### config.mk
export PLATFORM = sky130hd
export DESIGN_NAME = testKeyUnlock
export DESIGN_NICKNAME = d
export VERILOG_FILES = /design/src/rtl/tkuPkg.sv /design/src/rtl/tkuCtrl.sv /design/src/rtl/tkuKeyBank.sv /design/src/rtl/tkuDatapath.sv /design/src/rtl/testKeyUnlock.sv
export SDC_FILE = /design/constraint.sdc
export NUM_CORES = 1
export LEC_CHECK = 0
export BUFFER_PORTS_ARGS = -buffer_cell sky130_fd_sc_hd__buf_2
export CORE_ASPECT_RATIO = 0.6
export CORE_MARGIN = 3
export CORE_UTILIZATION = 40
export DETAILED_ROUTE_END_ITERATION = 6
export MAX_ROUTING_LAYER = met4
export PLACE_DENSITY_LB_ADDON = 0.15
export SYNTH_ARGS = -nofsm -noshare
export SYNTH_HDL_FRONTEND = slang
export SYNTH_HIERARCHICAL = 1
export SYNTH_SLANG_ARGS = --single-unit
### constraint.sdc
create_clock -name clk -period 2.8 [get_ports clk]
set_input_delay 0.56 -clock clk [delete_from_list [all_inputs] [get_ports clk]]
set_output_delay 0.56 -clock clk [all_outputs]
set_load 0.1 [all_outputs]
### src/rtl/tkuPkg.sv
package tkuPkg;
  localparam int BYTE_W     = 8;
  localparam int KEY_BYTES  = 4;
  localparam int KEY_W      = BYTE_W * KEY_BYTES;
  localparam int REG_W      = 32;
  localparam int DATA_LSB   = 0;
  localparam int FW_WR_LSB  = 8;
  localparam int SEC_WR_LSB = 16;
  localparam int FW_OK_BIT  = 29;
  localparam int SEC_OK_BIT = 30;
  localparam int SEC_DIS_BIT = 31;

  typedef struct packed {
    logic [KEY_BYTES-1:0] fwLoad;
    logic [KEY_BYTES-1:0] secLoad;
    logic [BYTE_W-1:0]    loadByte;
  } keyStrobes_t;
endpackage

### src/rtl/tkuCtrl.sv
module tkuCtrl
  import tkuPkg::*;
(
  input  logic                  clk,
  input  logic                  rstN,
  input  logic                  wrEn,
  input  logic [REG_W-1:0]      wrData,
  output logic [BYTE_W-1:0]     dataByte,
  output logic [KEY_BYTES-1:0]  fwWr,
  output logic [KEY_BYTES-1:0]  secWr,
  output logic                  secDisable,
  output keyStrobes_t           strobes
);
  logic [BYTE_W-1:0]    newData;
  logic [KEY_BYTES-1:0] newFw;
  logic [KEY_BYTES-1:0] newSec;
  logic                 setDis;
  logic                 disConflict;
  logic                 acceptWr;
  logic                 dataHeld;

  always_comb begin
    newData     = wrData[DATA_LSB +: BYTE_W];
    newFw       = wrData[FW_WR_LSB +: KEY_BYTES];
    newSec      = wrData[SEC_WR_LSB +: KEY_BYTES];
    setDis      = wrData[SEC_DIS_BIT];
    disConflict = setDis && ((secWr != '0) || (newSec != '0));
    acceptWr    = wrEn && !disConflict;
    dataHeld    = (newData == dataByte);
    strobes.loadByte = dataByte;
    strobes.fwLoad   = (acceptWr && dataHeld) ? (fwWr & ~newFw) : '0;
    strobes.secLoad  = (acceptWr && dataHeld && !secDisable) ? (secWr & ~newSec) : '0;
  end

  always_ff @(posedge clk or negedge rstN) begin
    if (!rstN) begin
      dataByte   <= '0;
      fwWr       <= '0;
      secWr      <= '0;
      secDisable <= 1'b0;
    end else if (acceptWr) begin
      dataByte   <= newData;
      fwWr       <= newFw;
      secWr      <= newSec;
      secDisable <= secDisable | setDis;
    end
  end

  // lockout cannot be cleared by a write
  a_r5_lock_sticky: assert property (@(posedge clk) disable iff (!rstN)
    secDisable |=> secDisable);

  // changed data byte means no capture
  a_r6_no_load_on_data_change: assert property (@(posedge clk) disable iff (!rstN)
    (wrEn && (wrData[DATA_LSB +: BYTE_W] != dataByte)) |->
      (strobes.fwLoad == '0 && strobes.secLoad == '0));

  // no secure strobes while locked
  a_r7_locked_no_sec_load: assert property (@(posedge clk) disable iff (!rstN)
    secDisable |-> (strobes.secLoad == '0));

  // conflicting lockout write leaves fields untouched
  a_r8_conflict_ignored: assert property (@(posedge clk) disable iff (!rstN)
    (wrEn && wrData[SEC_DIS_BIT] && (wrData[SEC_WR_LSB +: KEY_BYTES] != '0)) |=>
      ($stable(secDisable) && $stable(dataByte) && $stable(secWr) && $stable(fwWr)));
endmodule

### src/rtl/tkuKeyBank.sv
module tkuKeyBank
  import tkuPkg::*;
#(
  parameter logic [KEY_W-1:0] MAGIC = '0
) (
  input  logic                 clk,
  input  logic                 rstN,
  input  logic [KEY_BYTES-1:0] load,
  input  logic [BYTE_W-1:0]    loadByte,
  output logic                 keyOk
);
  logic [KEY_W-1:0] keyQ;
  logic             match;

  for (genvar b = 0; b < KEY_BYTES; b++) begin : g_byte
    always_ff @(posedge clk or negedge rstN) begin
      if (!rstN)        keyQ[b*BYTE_W +: BYTE_W] <= '0;
      else if (load[b]) keyQ[b*BYTE_W +: BYTE_W] <= loadByte;
    end
  end

  assign match = (keyQ == MAGIC);

  always_ff @(posedge clk or negedge rstN) begin
    if (!rstN) keyOk <= 1'b0;
    else       keyOk <= match;
  end

  // key bytes change only under a load strobe
  a_r3_hold_without_load: assert property (@(posedge clk) disable iff (!rstN)
    (load == '0) |=> $stable(keyQ));

  // flag only rises after a full match
  a_r4_rise_needs_match: assert property (@(posedge clk) disable iff (!rstN)
    $rose(keyOk) |-> $past(keyQ == MAGIC));
endmodule

### src/rtl/tkuDatapath.sv
module tkuDatapath
  import tkuPkg::*;
#(
  parameter logic [KEY_W-1:0] FW_MAGIC  = 32'hC3A5_5A3C,
  parameter logic [KEY_W-1:0] SEC_MAGIC = 32'h7E19_B2D4
) (
  input  logic        clk,
  input  logic        normRstN,
  input  logic        porRstN,
  input  keyStrobes_t strobes,
  output logic        fwOk,
  output logic        secOk,
  output logic        secBlock
);
  tkuKeyBank #(.MAGIC(FW_MAGIC)) fwBank_i (
    .clk(clk), .rstN(normRstN), .load(strobes.fwLoad),
    .loadByte(strobes.loadByte), .keyOk(fwOk));

  tkuKeyBank #(.MAGIC(SEC_MAGIC)) secBank_i (
    .clk(clk), .rstN(porRstN), .load(strobes.secLoad),
    .loadByte(strobes.loadByte), .keyOk(secOk));

  assign secBlock = secOk;
endmodule

### src/rtl/testKeyUnlock.sv
module testKeyUnlock
  import tkuPkg::*;
#(
  parameter logic [31:0] FW_MAGIC  = 32'hC3A5_5A3C,
  parameter logic [31:0] SEC_MAGIC = 32'h7E19_B2D4
) (
  input  logic        clk,
  input  logic        rstN,
  input  logic        porRstN,
  input  logic        wrEn,
  input  logic [31:0] wrData,
  output logic [31:0] rdData,
  output logic        fwKeyOk,
  output logic        secKeyOk,
  output logic        secAccessBlock
);
  logic                 normRstN;
  logic [BYTE_W-1:0]    dataByte;
  logic [KEY_BYTES-1:0] fwWr;
  logic [KEY_BYTES-1:0] secWr;
  logic                 secDisable;
  keyStrobes_t          strobes;

  assign normRstN = rstN & porRstN;

  tkuCtrl ctrl_i (
    .clk(clk), .rstN(normRstN), .wrEn(wrEn), .wrData(wrData),
    .dataByte(dataByte), .fwWr(fwWr), .secWr(secWr),
    .secDisable(secDisable), .strobes(strobes));

  tkuDatapath #(.FW_MAGIC(FW_MAGIC), .SEC_MAGIC(SEC_MAGIC)) dp_i (
    .clk(clk), .normRstN(normRstN), .porRstN(porRstN), .strobes(strobes),
    .fwOk(fwKeyOk), .secOk(secKeyOk), .secBlock(secAccessBlock));

  always_comb begin
    rdData = '0;
    rdData[DATA_LSB +: BYTE_W]      = dataByte;
    rdData[FW_WR_LSB +: KEY_BYTES]  = fwWr;
    rdData[SEC_WR_LSB +: KEY_BYTES] = secWr;
    rdData[FW_OK_BIT]               = fwKeyOk;
    rdData[SEC_OK_BIT]              = secKeyOk;
    rdData[SEC_DIS_BIT]             = secDisable;
  end

  // block output tracks secure flag
  a_r10_block_tracks_ok: assert property (@(posedge clk) disable iff (!porRstN)
    secKeyOk |-> secAccessBlock);
endmodule

==> flow_metrics.env, run 1 <==
export IMPL_outcome="finished, final reports clean"
export IMPL_grt_pass1_vias=2185
export IMPL_met1_length_um=3840
export IMPL_power_switching_mw=0.937
export IMPL_reg2reg_slack_ps=300
export IMPL_io_pins=71
export IMPL_p_int_mw=2.00
export IMPL_std_cell_rows=26
export IMPL_top_layer="met4"
export IMPL_num_vias=2115
export IMPL_ir_drop_uv=334
export IMPL_final_antenna_net_count=0
export IMPL_hold_path_class="primary input to asynchronous set/reset pin"
export IMPL_clock_fmax_mhz=401
export IMPL_maxCapViolations=0
export IMPL_fin_crit_sh_pct=89.1
export IMPL_cts_root_buf="clkbuf_16"
export IMPL_cts_setup_buffers=0
export IMPL_route_detailed_drc=0
export IMPL_hold_viol_final=0
export IMPL_dieArea_mm2=0.0105
export IMPL_postRouteWirelength_um=7530
export IMPL_synth_edff_count=0
export IMPL_clkPwrFrac_pct=35.6
export IMPL_drive_gt1_share_pct=53.1
export IMPL_required_ps=3010
export IMPL_track_usage_pct=16.2
export IMPL_synth_top_cell_area_share_pct=55.9
export IMPL_relSlewSlack_pct=57.7
export IMPL_tightest_slew_ps=634
export IMPL_clk_latency_ps=330
export IMPL_synthArstFlopShare_pct=100
export IMPL_synth_area_per_cell_um2=14.5
export IMPL_die_h_um=80.6
export IMPL_overflow=0
export IMPL_via_per_inst=5.05
export IMPL_antenna_found_initial=0
export IMPL_critical_path_endpoint="dp_i/secBank_i/keyQ[30]"
export IMPL_critPathKind="flip-flop to flip-flop"
export IMPL_p_seq_share_pct=43.4
export IMPL_synth_area_top_cells="dfrtp_1 56%, mux2_2 20%, buf_4 5.1%"
export IMPL_numCtsBuffers=9
export IMPL_layout_min_cycle_time_ps=2500
export IMPL_die_x_um=130
export IMPL_gp_congestion=0.788
export IMPL_crit_start="ctrl_i/secWr[2]"
export IMPL_end_kind="flip-flop"
export IMPL_cp_max_fo=8
export IMPL_area_growth_pct=15.5
export IMPL_combPwrFrac_pct=21.0
export IMPL_dr_first_iter_drc_count=94
export IMPL_start_util_pct=42.4
export IMPL_arrival_ps=2710
export IMPL_clk_pin_slew_worst_paths_ps=50
export IMPL_r2r_start="ctrl_i/secWr[2]"
export IMPL_design_core_area_mm2=0.00875
export IMPL_final_common_cell="dfrtp_1"
export IMPL_r2r_end="dp_i/secBank_i/keyQ[30]"
export IMPL_portBuffers=42
export IMPL_final_cell_mix="83 x dfrtp_1, 66 x mux2_2, 42 x buf_2, 19 x buf_4"
export IMPL_diodes=0
export IMPL_clock_skew_ps=7.06
export IMPL_met3_length_um=406
export IMPL_ys_warn_count=6
export IMPL_p_per_area_mw_per_mm2=685
export IMPL_synth_seq_cells=83
export IMPL_ctsHoldBuffers=0
export IMPL_rr_worst_depth=6
export IMPL_grt_pass1_wl_um=12000
export IMPL_syn_area_mm2=0.00371
export IMPL_synth_ff_type="dfrtp_1"
export IMPL_nNetsFinal=342
export IMPL_setup_tns_ps=0
export IMPL_p_leak_nw=2.16
export IMPL_clk_path_buf_depth=2
export IMPL_seq_area_mm2=0.00208
export IMPL_grt_start_max_net_pins=51
export IMPL_rsz0062_at_grt="false"
export IMPL_wl_met2_um=3190
export IMPL_drt_pass1_iter_count=4
export IMPL_critPathLaunchType="flip-flop"
export IMPL_yosysTopAreaCell="dfrtp_1"
export IMPL_ys_types=31
export IMPL_finalMaxSlewViolations=0
export IMPL_multi_input_area_mm2=0.00146
export IMPL_dpl_hpwl_um=5280
export IMPL_cts_sinks=83
export IMPL_setup_viol=0
export IMPL_post_drt_wl_per_cell_um=18.0
export IMPL_n_fill_cell=757
export IMPL_htreeDepth=3
export IMPL_synthCells=256
export IMPL_swShare_pct=31.9
export IMPL_yosysSeqAreaShare_pct=55.9
export IMPL_post_cts_resized=0
export IMPL_hold_slack_ps=346
export IMPL_cts_tree="yes"
## worst max-delay path: stages, from the launching register on
cell     delay, ps
dfrtp_1        400
or4_1          590
o21ai_4        190
nand4_4        210
nor4b_1        390
buf_4          240
mux2_2         350
## per-stage QoR
stage,util [%],std cells,worst slack (ps),total power [mW],cell area [µm²]
3_3_place_gp,46.1,407,13.0,1.91,4030
6_report,49.0,419,304,2.94,4290
2_1_floorplan,-,268,47.5,1.79,3760
3_5_place_dp,46.1,407,19.7,1.92,4030
4_1_cts,49.0,419,265,2.98,4290
5_1_grt,49.0,419,186,3.05,4290
## routing by layer
layer	global-route usage, %	vias up
li1	-	977
met1	23.2	1076
met2	21.5	53
met3	5.45	9
met4	4.83	0
met5	-	-
## worst min-delay path by stage
| stage | start | to | slack (ps) |
|---|---|---|---|
| after floorplan | porRstN | dp_i/secBank_i/keyOk | 260 |
| after global placement | dp_i/fwBank_i/keyQ[16] | dp_i/fwBank_i/keyQ[16] | 480 |
| after detailed placement | dp_i/secBank_i/keyQ[29] | dp_i/secBank_i/keyQ[29] | 490 |
| after CTS | porRstN | dp_i/secBank_i/keyQ[27] | 370 |
| after global routing | porRstN | dp_i/secBank_i/keyQ[4] | 380 |
| final | porRstN | dp_i/secBank_i/keyQ[4] | 350 |
## flip-flops by register name (all words and copies together) (netlist names)
signal,count
dp_i/fwBank_i/keyQ,32
dp_i/secBank_i/keyQ,32
ctrl_i/dataByte,8
ctrl_i/fwWr,4
ctrl_i/secWr,4
ctrl_i/secDisable,1
dp_i/fwBank_i/keyOk,1
dp_i/secBank_i/keyOk,1
## power by group through the flow
stage                     clock (mW)  sequential, mW  combinational (mW)
after floorplan                    0            1.55               0.238
after global placement             0            1.30               0.618
after detailed placement           0            1.30               0.620
after CTS                       1.08            1.28               0.621
after global routing            1.13            1.28               0.644
final                           1.05            1.28               0.617
## cell usage after synthesis, drive strengths merged, types with 2 or more instances
master and number:
nor4 3, dfrtp 83, nor2 2, nor4b 7, nand2 14, nor3b 4
nand4 5, and4b 4, mux2 76, xor2 8, nor4bb 4, or4 2
buf 34
## cell families after synthesis
| logic type | count (synthesis) | share of synthesized area [%] |
|---|---|---|
| compound gates | 2 | 0.674 |
| xor+xnor | 8 | 1.89 |
| buf+inv | 34 | 6.44 |
| flops | 83 | 55.9 |
| mux | 76 | 24.1 |
| other cells | 1 | 0.101 |
| simple gates | 52 | 10.9 |
## area by class of cell
cell class | count | area share (%)
timing repair buffer | 61 | 8.23
sequential | 83 | 48.4
tap | 112 | 3.27
multi-input combinational | 151 | 34.1
clock buffer | 12 | 5.98
Power figures use the tool's default switching activity.
==> inputs of run 2 (changes only) <==
- clock period: 2.8 -> 2.12 ns (I/O delays scaled with it)
==> run 2 against run 1 <==
- the run now ends with setup timing left
- critical path type unchanged
- sequential power increased by 32%
- design area increased by 8.5%
- maximum frequency increased by 5.4%
- via count increased by 2.7%
- flip-flop and latch count unchanged
- setup slack got worse by 550 ps
==> flow_metrics.env, run 2 (synthesized netlist as in run 1, its figures left out) <==
export IMPL_outcome="finished, violations left"
export IMPL_violations="setup timing"
export IMPL_p_leak_nw=2.30
export IMPL_setup_viol=64
export IMPL_clock_skew_ps=4.22
export IMPL_grt_pass1_wl_um=12500
export IMPL_p_seq_share_pct=39.6
export IMPL_grt_start_max_net_pins=51
export IMPL_final_cell_mix="71 x dfrtp_1, 42 x mux2_4, 42 x buf_2, 34 x mux2_2, 31 x buf_4"
export IMPL_finalMaxSlewViolations=0
export IMPL_postRouteWirelength_um=7960
export IMPL_cts_sinks=83
export IMPL_relSlewSlack_pct=57.9
export IMPL_design_core_area_mm2=0.00875
export IMPL_p_int_mw=2.91
export IMPL_n_fill_cell=733
export IMPL_dieArea_mm2=0.0105
export IMPL_antenna_found_initial=0
export IMPL_hold_path_class="primary input to asynchronous set/reset pin"
export IMPL_route_detailed_drc=0
export IMPL_area_growth_pct=25.3
export IMPL_clock_fmax_mhz=422
export IMPL_multi_input_area_mm2=0.00162
export IMPL_p_per_area_mw_per_mm2=915
export IMPL_rsz0062_at_grt="true"
export IMPL_clk_latency_ps=340
export IMPL_total_power_mw=4.26
export IMPL_power_switching_mw=1.34
export IMPL_path_buf_inv=2
export IMPL_swShare_pct=31.6
export IMPL_nNetsFinal=357
export IMPL_dr_first_iter_drc_count=116
export IMPL_required_ps=2340
export IMPL_final_antenna_net_count=0
export IMPL_io_pins=71
export IMPL_dpl_hpwl_um=5220
export IMPL_via_per_inst=4.96
export IMPL_numCtsBuffers=9
export IMPL_worstPathCellList="or4_4 > o21ai_4 > nand4_4 > buf_4 > nor3b_2 > buf_6 > mux2_2"
export IMPL_critPathKind="flip-flop to flip-flop"
export IMPL_combPwrFrac_pct=20.4
export IMPL_max_stage_delay_ps=490
export IMPL_critPathLaunchType="flip-flop"
export IMPL_ir_drop_uv=501
export IMPL_fin_crit_sh_pct=112
export IMPL_die_x_um=130
export IMPL_slowest_stage="or4_4"
export IMPL_gp_congestion=0.764
export IMPL_maxCapViolations=0
export IMPL_cts_root_buf="clkbuf_16"
export IMPL_layout_min_cycle_time_ps=2370
export IMPL_post_drt_wl_per_cell_um=18.2
export IMPL_portBuffers=42
export IMPL_seq_area_mm2=0.00209
export IMPL_cp_max_fo=8
export IMPL_clk_path_buf_depth=2
export IMPL_cp_top_family="simple AND/OR/NAND/NOR gates"
export IMPL_end_kind="flip-flop"
export IMPL_hold_slack_ps=119
export IMPL_track_usage_pct=16.6
export IMPL_hold_viol_final=0
export IMPL_clk_pin_slew_worst_paths_ps=60
export IMPL_htreeDepth=3
export IMPL_die_h_um=80.6
export IMPL_fin_ws_ps=-248
export IMPL_top_regs="dp_i/fwBank_i/keyQ: 32 flops, dp_i/secBank_i/keyQ: 32 flops, ctrl_i/dataByte: 8 flops"
export IMPL_drive_gt1_share_pct=60.7
export IMPL_ctsHoldBuffers=0
export IMPL_start_util_pct=42.4
export IMPL_num_vias=2173
export IMPL_arrival_ps=2590
export IMPL_tightest_slew_ps=632
export IMPL_setup_tns_ps=-12510
export IMPL_grt_pass1_vias=2205
export IMPL_final_common_cell="dfrtp_1"
export IMPL_drt_pass1_iter_count=4
export IMPL_std_cell_rows=26
export IMPL_diodes=0
export IMPL_clkPwrFrac_pct=39.9
export IMPL_overflow=0
export IMPL_cts_tree="yes"
export IMPL_post_route_util_pct=53.2
run 2: changes by cell type in the layout (fill, tap and decap cells not counted), sizes merged:
cell	change
buf	+15
clkinvlp	+2
bufinv	+2
clkinv	+2
clkbuf	-2
run 2: cell type report:
class / count / area share [%]
clock buffer: 10 / 5.14
clock inverter: 6 / 1.91
multi-input combinational: 151 / 34.7
sequential: 83 / 45.0
tap: 112 / 3.01
timing repair buffer: 76 / 10.2
run 2: metrics by stage:
step / setup WS, ps / instances / area (µm²)
detailed placement: -445 / 420 / 4200
CTS: -250 / 437 / 4570
global route: -316 / 438 / 4650
finish: -248 / 438 / 4650
global placement: -449 / 420 / 4200
floorplan: -331 / 268 / 3870
run 2: power groups by stage:
stage | logic (mW) | clock network (mW) | registers [mW]
after CTS | 0.866 | 1.73 | 1.69
after detailed placement | 0.861 | 0 | 1.71
final | 0.870 | 1.70 | 1.69
after global routing | 0.905 | 1.81 | 1.69
after global placement | 0.857 | 0 | 1.71
after floorplan | 0.318 | 0 | 2.06
run 2: worst reg2reg max path, stage by stage, from the launching register on:
cell and delay, ps:
dfrtp_2 400, or4_4 490, o21ai_4 230, nand4_4 240, buf_4 210, nor3b_2 180
buf_6 170, mux2_2 340
run 2: repair_timing:
item,CTS,global route
gates resized for setup,10,16
setup buffers,1,1
endpoints found under the setup margin,64,64
pin swaps,1,2
run 2: final timing paths:
kind,from,endpoint,slack [ps],cells past startpoint
worst max-delay path,ctrl_i/secWr[1],dp_i/fwBank_i/keyQ[5],-250,7
worst min-delay path,porRstN,dp_i/secBank_i/keyQ[29],120,2
worst max register to register,ctrl_i/secWr[1],dp_i/fwBank_i/keyQ[5],-250,7
worst min register to register,dp_i/secBank_i/keyQ[8],dp_i/secBank_i/keyQ[8],500,1
max in group asynchronous,porRstN,ctrl_i/dataByte[1],1340,3
min in group clk,wrData[11],ctrl_i/fwWr[3],340,2
run 2: metal layers:
| metal | part of all wire [%] | track usage (%) | vias up |
|---|---|---|---|
| li1 | - | - | 1009 |
| met5 | 0 | - | - |
| met2 | 41 | 22.0 | 47 |
| met1 | 53 | 24.5 | 1109 |
| met3 | 4.6 | 5.38 | 8 |
| met4 | 0.82 | 4.00 | 0 |
==> inputs of run 3 (changes only) <==
- ABC_AREA: not set -> 1
==> run 3 against run 2 <==
- the run now ends clean
- synthesized area up 10%
- wire length rose by 6.6%
- total power decreased by 6.6%
- flip-flop and latch count unchanged
- combinational power fell by 14%
- setup slack improved by 470 ps
- via count up 20%
- clock power is 9% lower
==> flow_metrics.env, run 3 <==
export IMPL_final_antenna_net_count=0
export IMPL_finalMaxSlewViolations=0
export IMPL_use_met2_pct=22.1
export IMPL_p_seq_share_pct=42.4
export IMPL_yosysMostFrequentCell="nand2_1"
export IMPL_use_met1_pct=24.1
export IMPL_n_fill_cell=876
export IMPL_instances_no_fill=585
export IMPL_die_h_um=84.4
export IMPL_grtUsageMet3_pct=4.85
export IMPL_relSlewSlack_pct=41.7
export IMPL_arrival_ps=2120
export IMPL_crit_top_cell="nor2_1"
export IMPL_ys_types=17
export IMPL_p_per_area_mw_per_mm2=843
export IMPL_start_util_pct=42.8
export IMPL_combPwrFrac_pct=18.7
export IMPL_slowest_stage="dfrtp_2"
export IMPL_fin_crit_sh_pct=89.8
export IMPL_route_detailed_drc=0
export IMPL_worstPathCellList="nor2_1 > nand2_1 > nor2_2 > nor2_1 > nor2_4 > nand3_1 > nor2_1 > buf_4 > mux2_2"
export IMPL_swShare_pct=31.5
export IMPL_path_buf_inv=1
export IMPL_critPathKind="flip-flop to flip-flop"
export IMPL_ir_drop_uv=398
export IMPL_synthArstFlopShare_pct=100
export IMPL_p_leak_nw=2.51
export IMPL_cts_tree="yes"
export IMPL_io_pins=71
export IMPL_power_switching_mw=1.25
export IMPL_synth_seq_cells=83
export IMPL_std_cell_rows=27
export IMPL_drt_pass1_iter_count=4
export IMPL_tightest_slew_ps=875
export IMPL_postRouteWirelength_um=8490
export IMPL_rsz0062_at_grt="false"
export IMPL_htreeDepth=3
export IMPL_synthCells=398
export IMPL_num_vias=2616
export IMPL_cts_sinks=83
export IMPL_post_drt_wl_per_cell_um=14.5
export IMPL_top_regs="dp_i/fwBank_i/keyQ: 32 flops, dp_i/secBank_i/keyQ: 32 flops, ctrl_i/dataByte: 8 flops"
export IMPL_clkPwrFrac_pct=38.9
export IMPL_cp_max_fo=11
export IMPL_clock_fmax_mhz=526
export IMPL_synth_ff_type="dfrtp_1"
export IMPL_p_int_mw=2.72
export IMPL_die_x_um=137
export IMPL_hold_path_class="primary input to asynchronous set/reset pin"
export IMPL_maxCapViolations=0
export IMPL_overflow=0
export IMPL_dr_first_iter_drc_count=103
export IMPL_rr_worst_depth=9
export IMPL_max_stage_delay_ps=420
export IMPL_yosysTopAreaCell="dfrtp_1"
export IMPL_synth_top_cell_area_share_pct=50.7
export IMPL_portBuffers=42
export IMPL_grt_busiest_layer="met1"
export IMPL_r2r_end="dp_i/secBank_i/keyQ[15]"
export IMPL_setup_tns_ps=0
export IMPL_yosysSeqAreaShare_pct=50.7
export IMPL_critPathLaunchType="flip-flop"
export IMPL_numCtsBuffers=9
export IMPL_required_ps=2340
export IMPL_end_kind="flip-flop"
export IMPL_reg2reg_slack_ps=220
export IMPL_grt_start_max_net_pins=46
export IMPL_r2r_start="ctrl_i/secWr[3]"
export IMPL_cts_root_buf="clkbuf_16"
export IMPL_area_growth_pct=15.2
export IMPL_dpl_hpwl_um=6010
export IMPL_drive_gt1_share_pct=34.1
export IMPL_post_route_util_pct=49.3
export IMPL_grt_pass1_vias=2624
export IMPL_synth_edff_count=0
export IMPL_design_core_area_mm2=0.00956
export IMPL_setup_viol=0
export IMPL_clk_path_buf_depth=2
export IMPL_diodes=0
export IMPL_grt_pass1_wl_um=13800
export IMPL_dieArea_mm2=0.0115
export IMPL_track_usage_pct=16.4
export IMPL_final_cell_mix="92 x nand2_1, 71 x dfrtp_1, 53 x mux2_4, 48 x inv_1, 45 x nor2_1"
export IMPL_clk_pin_slew_worst_paths_ps=60
export IMPL_via_per_inst=4.47
export IMPL_ys_warn_count=6
export IMPL_clock_skew_ps=7.52
export IMPL_nNetsFinal=486
export IMPL_antenna_found_initial=0
export IMPL_cts_setup_buffers=0
export IMPL_cp_top_family="simple AND/OR/NAND/NOR gates"
export IMPL_crit_start="ctrl_i/secWr[3]"
export IMPL_synth_area_top_cells="dfrtp_1 51%, mux2_4 19%, nand2_1 8.4%"
export IMPL_gp_congestion=0.784
export IMPL_final_common_cell="nand2_1"
export IMPL_synthTopCellsByCount="92 x nand2_1, 83 x dfrtp_1, 53 x mux2_4, 49 x inv_1, 45 x nor2_1"
export IMPL_syn_area_mm2=0.00410
export IMPL_clk_latency_ps=330
export IMPL_dp_cells=568
export IMPL_layout_min_cycle_time_ps=1900
export IMPL_hold_viol_final=0
export IMPL_outcome="finished, final reports clean"
export IMPL_synth_area_per_cell_um2=10.3
## run 3: changes by cell type after synthesis, moves of 8 or more
cell,previous run,this run
xor2_1,8,0
nor2_1,2,45
nand2_1,13,92
mux2_4,10,53
mux2_2,66,2
o21ai_0,0,26
inv_1,0,49
## run 3: worst max path at each step
stage / endpoint / slack [ps] / depth (start not counted)
after floorplan: rdData[30] / 20 / 2
after global placement: dp_i/secBank_i/keyQ[15] / 90 / 10
after detailed placement: dp_i/secBank_i/keyQ[15] / 70 / 10
after CTS: dp_i/secBank_i/keyQ[15] / 180 / 9
after global routing: dp_i/secBank_i/keyQ[15] / 60 / 9
final: dp_i/secBank_i/keyQ[15] / 220 / 9
## run 3: cell type report
| cell class | instances | area, µm² | share of cell area, % |
|---|---|---|---|
| repair buffers | 65 | 398 | 8.44 |
| clock inverters | 5 | 53.8 | 1.14 |
| clock buffers | 11 | 243 | 5.15 |
| flip-flops and latches | 83 | 2090 | 44.4 |
| multi-input cells | 242 | 1580 | 33.6 |
| inverters | 49 | 184 | 3.90 |
| well taps | 130 | 163 | 3.45 |
## run 3: worst min-delay path, cell delays in order
cell	delay, ps
buf_2	170
nand2_1	80
inv_2	140
## run 3: per-stage QoR
step	instance area (µm²)	hold slack [ps]	power, mW	setup WS (ps)
floorplan	4160	128	2.31	15.2
global placement	4410	353	2.45	90.4
CTS	4720	104	4.04	185
detailed placement	4410	357	2.46	72.1
global route	4720	130	4.15	56.6
finish	4720	129	3.98	217
## run 3: timing repair
action,in CTS,in global routing
endpoints found under the setup margin,0,0
gates resized for setup,0,0
hold buffers,1,0
hold endpoints to repair,5,0
## run 3: power by group through the flow
stage / Clock [mW] / Sequential (mW) / Combinational (mW)
after floorplan: 0 / 2.00 / 0.306
after global placement: 0 / 1.71 / 0.743
after detailed placement: 0 / 1.71 / 0.750
after CTS: 1.60 / 1.69 / 0.752
after global routing: 1.67 / 1.69 / 0.791
final: 1.55 / 1.69 / 0.744
## run 3: layer usage
layer	routed length, µm	part of all wire [%]
met4	83	0.98
met2	3540	42
met3	447	5.3
met1	4420	52
met5	0	0
## run 3: cell families (layout without fill, tap and decap cells)
kind of cell	Yosys count	count (layout)	synth area share, %
compound gates	27	27	3.39
buf+inv	85	130	11.7
flops	83	83	50.7
mux	55	55	20.0
other cells	1	13	0.0916
simple gates	147	147	14.1
